--- src/rtl/mbx_pkg.sv ---
package mbx_pkg;
  localparam int unsigned REG_W = 32;

  localparam logic [15:0] OFS_CMD  = 16'h0000;
  localparam logic [15:0] OFS_STS  = 16'h0004;
  localparam logic [15:0] OFS_DPTR = 16'h0008;
  localparam logic [15:0] OFS_SPTR = 16'h000C;
  localparam logic [15:0] OFS_OBUF = 16'h0080;
  localparam logic [15:0] OFS_IBUF = 16'h0090;

  localparam int unsigned IRQ_REQ_BIT = 8;
  localparam int unsigned ACK_BIT     = 2;

  function automatic logic [REG_W-1:0] pack_status(input logic busy, input logic err,
                                                   input logic flag, input logic [7:0] code);
    return {8'h00, code, 13'h0000, flag, err, busy};
  endfunction

  function automatic logic in_window(input logic [15:0] addr, input logic [15:0] base,
                                     input int unsigned nwords);
    return (addr >= base) && (addr < base + 16'(4 * nwords)) && (addr[1:0] == 2'b00);
  endfunction

  function automatic logic [15:0] word_index(input logic [15:0] addr, input logic [15:0] base);
    return (addr - base) >> 2;
  endfunction
endpackage

--- src/rtl/mbx_wordbuf.sv ---
module mbx_wordbuf #(
  parameter int unsigned DW     = 32,
  parameter int unsigned NWORDS = 4,
  localparam int unsigned IDXW  = (NWORDS > 1) ? $clog2(NWORDS) : 1
) (
  input  logic                 clk,
  input  logic                 rst_n,
  input  logic                 we,
  input  logic [IDXW-1:0]      widx,
  input  logic [DW-1:0]        wdata,
  output logic [NWORDS*DW-1:0] flat
);
  for (genvar g = 0; g < NWORDS; g++) begin : g_word
    logic [DW-1:0] word_q;
    always_ff @(posedge clk) begin
      if (!rst_n)                              word_q <= '0;
      else if (we && (widx == IDXW'(g)))       word_q <= wdata;
    end
    assign flat[g*DW +: DW] = word_q;
  end
endmodule

--- src/rtl/mbx_ctrl.sv ---
module mbx_ctrl
  import mbx_pkg::*;
(
  input  logic             clk,
  input  logic             rst_n,
  input  logic             cmd_wr,
  input  logic [REG_W-1:0] cmd_wdata,
  input  logic             ack_wr,
  input  logic             done,
  input  logic             err_in,
  input  logic [7:0]       code_in,
  output logic             cmd_accept,
  output logic             done_accept,
  output logic             busy,
  output logic             err,
  output logic             flag,
  output logic [7:0]       code,
  output logic [REG_W-1:0] cmd_q,
  output logic             ring
);
  assign cmd_accept  = cmd_wr & ~busy;
  assign done_accept = done & busy;

  always_ff @(posedge clk) begin
    if (!rst_n) begin
      busy  <= 1'b0;
      err   <= 1'b0;
      flag  <= 1'b0;
      code  <= '0;
      cmd_q <= '0;
      ring  <= 1'b0;
    end else begin
      ring <= cmd_accept;
      if (cmd_accept) begin
        cmd_q <= cmd_wdata;
        busy  <= 1'b1;
        err   <= 1'b0;
        code  <= '0;
      end else if (done_accept) begin
        busy <= 1'b0;
        err  <= err_in;
        code <= err_in ? code_in : 8'h00;
      end
      if (done_accept)  flag <= 1'b1;
      else if (ack_wr)  flag <= 1'b0;
    end
  end
endmodule

--- src/rtl/doorbell_mbx.sv ---
module doorbell_mbx
  import mbx_pkg::*;
#(
  parameter int unsigned AW     = 8,
  parameter int unsigned NWORDS = 4,
  localparam int unsigned IDXW  = (NWORDS > 1) ? $clog2(NWORDS) : 1
) (
  input  logic                    clk,
  input  logic                    rst_n,
  input  logic                    hst_we,
  input  logic [AW-1:0]           hst_addr,
  input  logic [REG_W-1:0]        hst_wdata,
  output logic [REG_W-1:0]        hst_rdata,
  output logic                    host_irq,
  output logic                    rsp_ring,
  output logic [REG_W-1:0]        rsp_cmd,
  output logic [REG_W-1:0]        rsp_dptr,
  output logic [REG_W-1:0]        rsp_sptr,
  output logic [NWORDS*REG_W-1:0] rsp_obuf,
  input  logic                    rsp_we,
  input  logic [IDXW-1:0]         rsp_widx,
  input  logic [REG_W-1:0]        rsp_wdata,
  input  logic                    rsp_done,
  input  logic                    rsp_err,
  input  logic [7:0]              rsp_code
);
  logic [15:0] addr16;
  assign addr16 = 16'(hst_addr);

  logic hit_cmd, hit_sts, hit_dptr, hit_sptr, hit_obuf, hit_ibuf;
  assign hit_cmd  = (addr16 == OFS_CMD);
  assign hit_sts  = (addr16 == OFS_STS);
  assign hit_dptr = (addr16 == OFS_DPTR);
  assign hit_sptr = (addr16 == OFS_SPTR);
  assign hit_obuf = in_window(addr16, OFS_OBUF, NWORDS);
  assign hit_ibuf = in_window(addr16, OFS_IBUF, NWORDS);

  logic [IDXW-1:0] obuf_idx, ibuf_idx;
  assign obuf_idx = IDXW'(word_index(addr16, OFS_OBUF));
  assign ibuf_idx = IDXW'(word_index(addr16, OFS_IBUF));

  // named internal events
  logic cmd_wr_req, ack_wr, cmd_accept, done_accept;
  assign cmd_wr_req = hst_we & hit_cmd;
  assign ack_wr     = hst_we & hit_sts & hst_wdata[ACK_BIT];

  logic busy, err, flag;
  logic [7:0] code;
  logic [REG_W-1:0] cmd_q;

  mbx_ctrl u_ctrl (
    .clk(clk), .rst_n(rst_n),
    .cmd_wr(cmd_wr_req), .cmd_wdata(hst_wdata), .ack_wr(ack_wr),
    .done(rsp_done), .err_in(rsp_err), .code_in(rsp_code),
    .cmd_accept(cmd_accept), .done_accept(done_accept),
    .busy(busy), .err(err), .flag(flag), .code(code),
    .cmd_q(cmd_q), .ring(rsp_ring)
  );

  logic [NWORDS*REG_W-1:0] ibuf_flat;

  mbx_wordbuf #(.DW(REG_W), .NWORDS(NWORDS)) u_obuf (
    .clk(clk), .rst_n(rst_n), .we(hst_we & hit_obuf), .widx(obuf_idx),
    .wdata(hst_wdata), .flat(rsp_obuf)
  );

  mbx_wordbuf #(.DW(REG_W), .NWORDS(NWORDS)) u_ibuf (
    .clk(clk), .rst_n(rst_n), .we(rsp_we), .widx(rsp_widx),
    .wdata(rsp_wdata), .flat(ibuf_flat)
  );

  logic [REG_W-1:0] dptr_q, sptr_q;
  always_ff @(posedge clk) begin
    if (!rst_n) begin
      dptr_q <= '0;
      sptr_q <= '0;
    end else if (hst_we) begin
      if (hit_dptr) dptr_q <= hst_wdata;
      if (hit_sptr) sptr_q <= hst_wdata;
    end
  end

  always_comb begin
    hst_rdata = '0;
    if (hit_obuf)      hst_rdata = rsp_obuf[obuf_idx*REG_W +: REG_W];
    else if (hit_ibuf) hst_rdata = ibuf_flat[ibuf_idx*REG_W +: REG_W];
    else if (hit_cmd)  hst_rdata = cmd_q;
    else if (hit_sts)  hst_rdata = pack_status(busy, err, flag, code);
    else if (hit_dptr) hst_rdata = dptr_q;
    else if (hit_sptr) hst_rdata = sptr_q;
  end

  assign rsp_cmd  = cmd_q;
  assign rsp_dptr = dptr_q;
  assign rsp_sptr = sptr_q;
  assign host_irq = flag & cmd_q[IRQ_REQ_BIT];
endmodule

--- config.mk ---
export PLATFORM = sky130hd
export DESIGN_NAME = doorbell_mbx
export DESIGN_NICKNAME = d
export VERILOG_FILES = /design/src/rtl/mbx_pkg.sv /design/src/rtl/mbx_wordbuf.sv /design/src/rtl/mbx_ctrl.sv /design/src/rtl/doorbell_mbx.sv
export SDC_FILE = /design/constraint.sdc
export NUM_CORES = 1
export LEC_CHECK = 0
export BUFFER_PORTS_ARGS = -buffer_cell sky130_fd_sc_hd__buf_2
export CAP_MARGIN = 10
export CORE_MARGIN = 8
export CORE_UTILIZATION = 30
export CTS_CLUSTER_DIAMETER = 30
export CTS_CLUSTER_SIZE = 10
export DETAILED_ROUTE_END_ITERATION = 12
export PLACE_DENSITY = 0.54
export SKIP_CTS_REPAIR_TIMING = 1
export SYNTH_ARGS = -nofsm -noshare
export SYNTH_HDL_FRONTEND = slang
export SYNTH_SLANG_ARGS = --single-unit
export TNS_END_PERCENT = 5
--- constraint.sdc ---
create_clock -name clk -period 2.8 [get_ports clk]
set_clock_uncertainty 0.15 [all_clocks]
set_input_delay 0 -clock clk [delete_from_list [all_inputs] [get_ports clk]]
set_output_delay 0 -clock clk [all_outputs]
set_load 0.005 [all_outputs]
==> results.ini <==
[status]
status=complete, no violations

[grt]
grt_use_met2_pct=31.14
grtUsageTotal_pct=19.95
grt_max_degree=90
top_usage_layer=met2
globalRouteOverflowTotal=0
use_met1_pct=24.40
first_global_vias=14040
grtUsageMet3_pct=7.960
grt_pass1_wl_mm=92.25
antenna_found_initial=15

[synthesis]
synthArstFlopShare_pct=0
synthMuxAreaShare_pct=26.16
ys_types=34
synth_edf_count=0
synth_top_family_by_area=multiplexers
synth_xor_area_share_pct=0
synth_compound_gate_area_share_pct=8.306
syn-cell-area_mm2=0.01583
synth.net_count=1760
synth_warnings=0
yosys.area_share.simple_pct=15.69
yosys.area_share.adder_pct=0
synth-seq-cells=364
syn_area_per_cell_um2=9.469
yosysSeqAreaShare_pct=46.02
ys.flop_type=dfxtp_1
synthCells=1672

[route]
first_pass_iters=5
wl_mm=63.23
via_per_inst=5.070
drt-wirelength-per-cell_um=22.12
initialDrtViolationCount=930
drcViolationCount=0
vias=14490
ant_nets=0

[layout]
layout_common_cells=524 x nand2_1, 364 x dfxtp_1, 342 x buf_2
layout_commonest_cell=nand2_1
area_growth_pct=40.64
final_nets=2193
n_fill_cell=5062
drive_above_1_share_pct=28.56

[cts]
cts_tree=done
cts_htree_levels=3
cts_buffers=85
clk_pin_slew_ns=0.04
cts_root_buf=clkbuf_16
cts_sinks=364
worstSkewPairLatency_ns=0.58
clockBufferDepth=3

[setup_path]
cp-startpoint=hst_addr[6]
reg2reg_depth=6
critPathMaxFanout=10
crit_arrival_ns=2.49
worstPathRequired_ns=2.65
worst-setup-path-type=input pin to output pin
cp-start-kind=input pin
endpoint_kind=output pin
timing.rr.end=u_ctrl.flag
r2r_start=u_ctrl.busy
reg2reg_slack_ns=0.23

[die]
coreArea_mm2=0.05234
fp.dieH_um=245.7
io_pins=346
core.rowCount=84
dieArea_mm2=0.06038
initial_utilization_pct=30.25
die_w_um=245.7

[power_and_ir_drop]
intPower_w=0.01253
p_leak_nw=10.59
p_total_w=0.01612
comb_power_share_pct=5.2
p_per_area_mw_per_mm2=723.8
seqPwrFrac_pct=32.9
switchingPower_w=0.003585
p_clk_share_pct=61.9
power.share.switching_pct=22.24
vdd_drop_max_v=0.0003911

[sta]
max-slew-margin-rel_pct=33.37
drv_slew=0
setup-tns-final_ns=0
worst_pin_slew_ns=0.9994
clock.fmax_mhz=379.1
post-route-period-util_pct=94.21
fin_crit_ns=2.638
finalSetupViolations=0
finalHoldViolations=0
rsz0062_at_grt=false

[min_path]
min_path_type=input pin to flop
whs_path_depth=4
hp-start=hst_we
whs_endpoint=rsp_sptr[23]

[run]
max-cap-violations=0

[place]
gp_congestion=0.8422
io_buffers=345
place_hpwl_mm=42.51

==> per-stage QoR <==
| step | hold slack [ns] | std cells | worst slack, ns | util (%) | cell area [um^2] |
|---|---|---|---|---|---|
| after floorplan | -0.01404 | 1672 | 0.9551 | - | 15830 |
| after global placement | 0.1244 | 2604 | 0.4975 | 35.02 | 18330 |
| after detailed placement | 0.1310 | 2604 | 0.5233 | 35.02 | 18330 |
| after CTS | -0.5097 | 2753 | 0.5004 | 40.58 | 21240 |
| after global routing | 0.02340 | 2857 | 0.1088 | 42.54 | 22270 |
| final | 0.009744 | 2858 | 0.1620 | 42.54 | 22270 |
==> layer usage <==
| layer | vias up | wire, um |
|---|---|---|
| met5 | - | 132 |
| met4 | 20 | 2055 |
| met3 | 148 | 5958 |
| met2 | 570 | 28910 |
| met1 | 7044 | 26170 |
| li1 | 6708 | - |
==> cell type report <==
type	count	area, um^2	share of cell area, %
Clock inverter	36	515.5	2.315
Antenna cell	3	7.507	0.03371
Sequential cell	364	7287	32.72
Tap cell	688	860.8	3.866
Inverter	1	6.256	0.02809
Clock buffer	113	2396	10.76
Multi-Input combinational cell	1168	8019	36.01
Timing Repair Buffer	485	3176	14.26
==> how the worst max path moves through the flow <==
stage | endpoint | slack (ns)
2_1_floorplan | u_ctrl.cmd_q[20] | 0.96
3_3_place_gp | hst_rdata[1] | 0.50
3_5_place_dp | hst_rdata[1] | 0.52
4_1_cts | hst_rdata[1] | 0.50
5_1_grt | hst_rdata[1] | 0.11
6_report | hst_rdata[1] | 0.16
==> critical path, cell delays in order <==
cell           delay (ns)
dlygate4sd3_1        0.55
buf_2                0.16
nor3_1               0.48
nand2_1              0.20
buf_4                0.25
o31ai_1              0.60
buf_2                0.24
==> power by group through the flow <==
stage | sequential [W] | combinational, W | clock, W
2_1_floorplan | 0.00538 | 0.000437 | 0
3_3_place_gp | 0.00539 | 0.000727 | 0
3_5_place_dp | 0.00539 | 0.000735 | 0
4_1_cts | 0.00530 | 0.000738 | 0.0101
5_1_grt | 0.00530 | 0.000906 | 0.0104
6_report | 0.00530 | 0.000841 | 0.00998
==> state kept, by name, summed over array words and instances (netlist names) <==
| name | count |
|---|---|
| rsp_dptr | 32 |
| rsp_sptr | 32 |
| u_ctrl.code | 8 |
| u_ctrl.flag | 1 |
| u_ctrl.busy | 1 |
| u_ctrl.ring | 1 |
| u_ibuf.g_word.word_q | 128 |
| u_ctrl.err | 1 |
| u_obuf.g_word.word_q | 128 |
| u_ctrl.cmd_q | 32 |
==> kinds of logic (layout without fill, tap and decap cells) <==
group	after synthesis	in the layout
buf+inv	140	635
compound gates	226	226
mux	331	331
other cells	0	3
flops	364	364
simple gates	611	611
==> Yosys cell counts (4+ instances only) <==
master | instances | area share (%)
nand4_1 | 10 | 0.40
buf_1 | 5 | 0.12
o21ai_0 | 21 | 0.66
a32o_1 | 21 | 1.3
mux4_2 | 64 | 9.1
o22ai_1 | 11 | 0.43
buf_4 | 4 | 0.19
buf_2 | 28 | 0.89
a31oi_1 | 21 | 0.83
mux2i_1 | 245 | 15
o31ai_1 | 11 | 0.52
mux2_2 | 22 | 1.6
nand2_1 | 524 | 12
dfxtp_1 | 364 | 46
a21oi_1 | 139 | 4.4
clkbuf_1 | 98 | 2.3
nand3_1 | 18 | 0.57
buf_6 | 4 | 0.28
nor2_1 | 14 | 0.33
nand2b_1 | 23 | 0.91
and3b_1 | 4 | 0.22
Power figures use the tool's default switching activity.
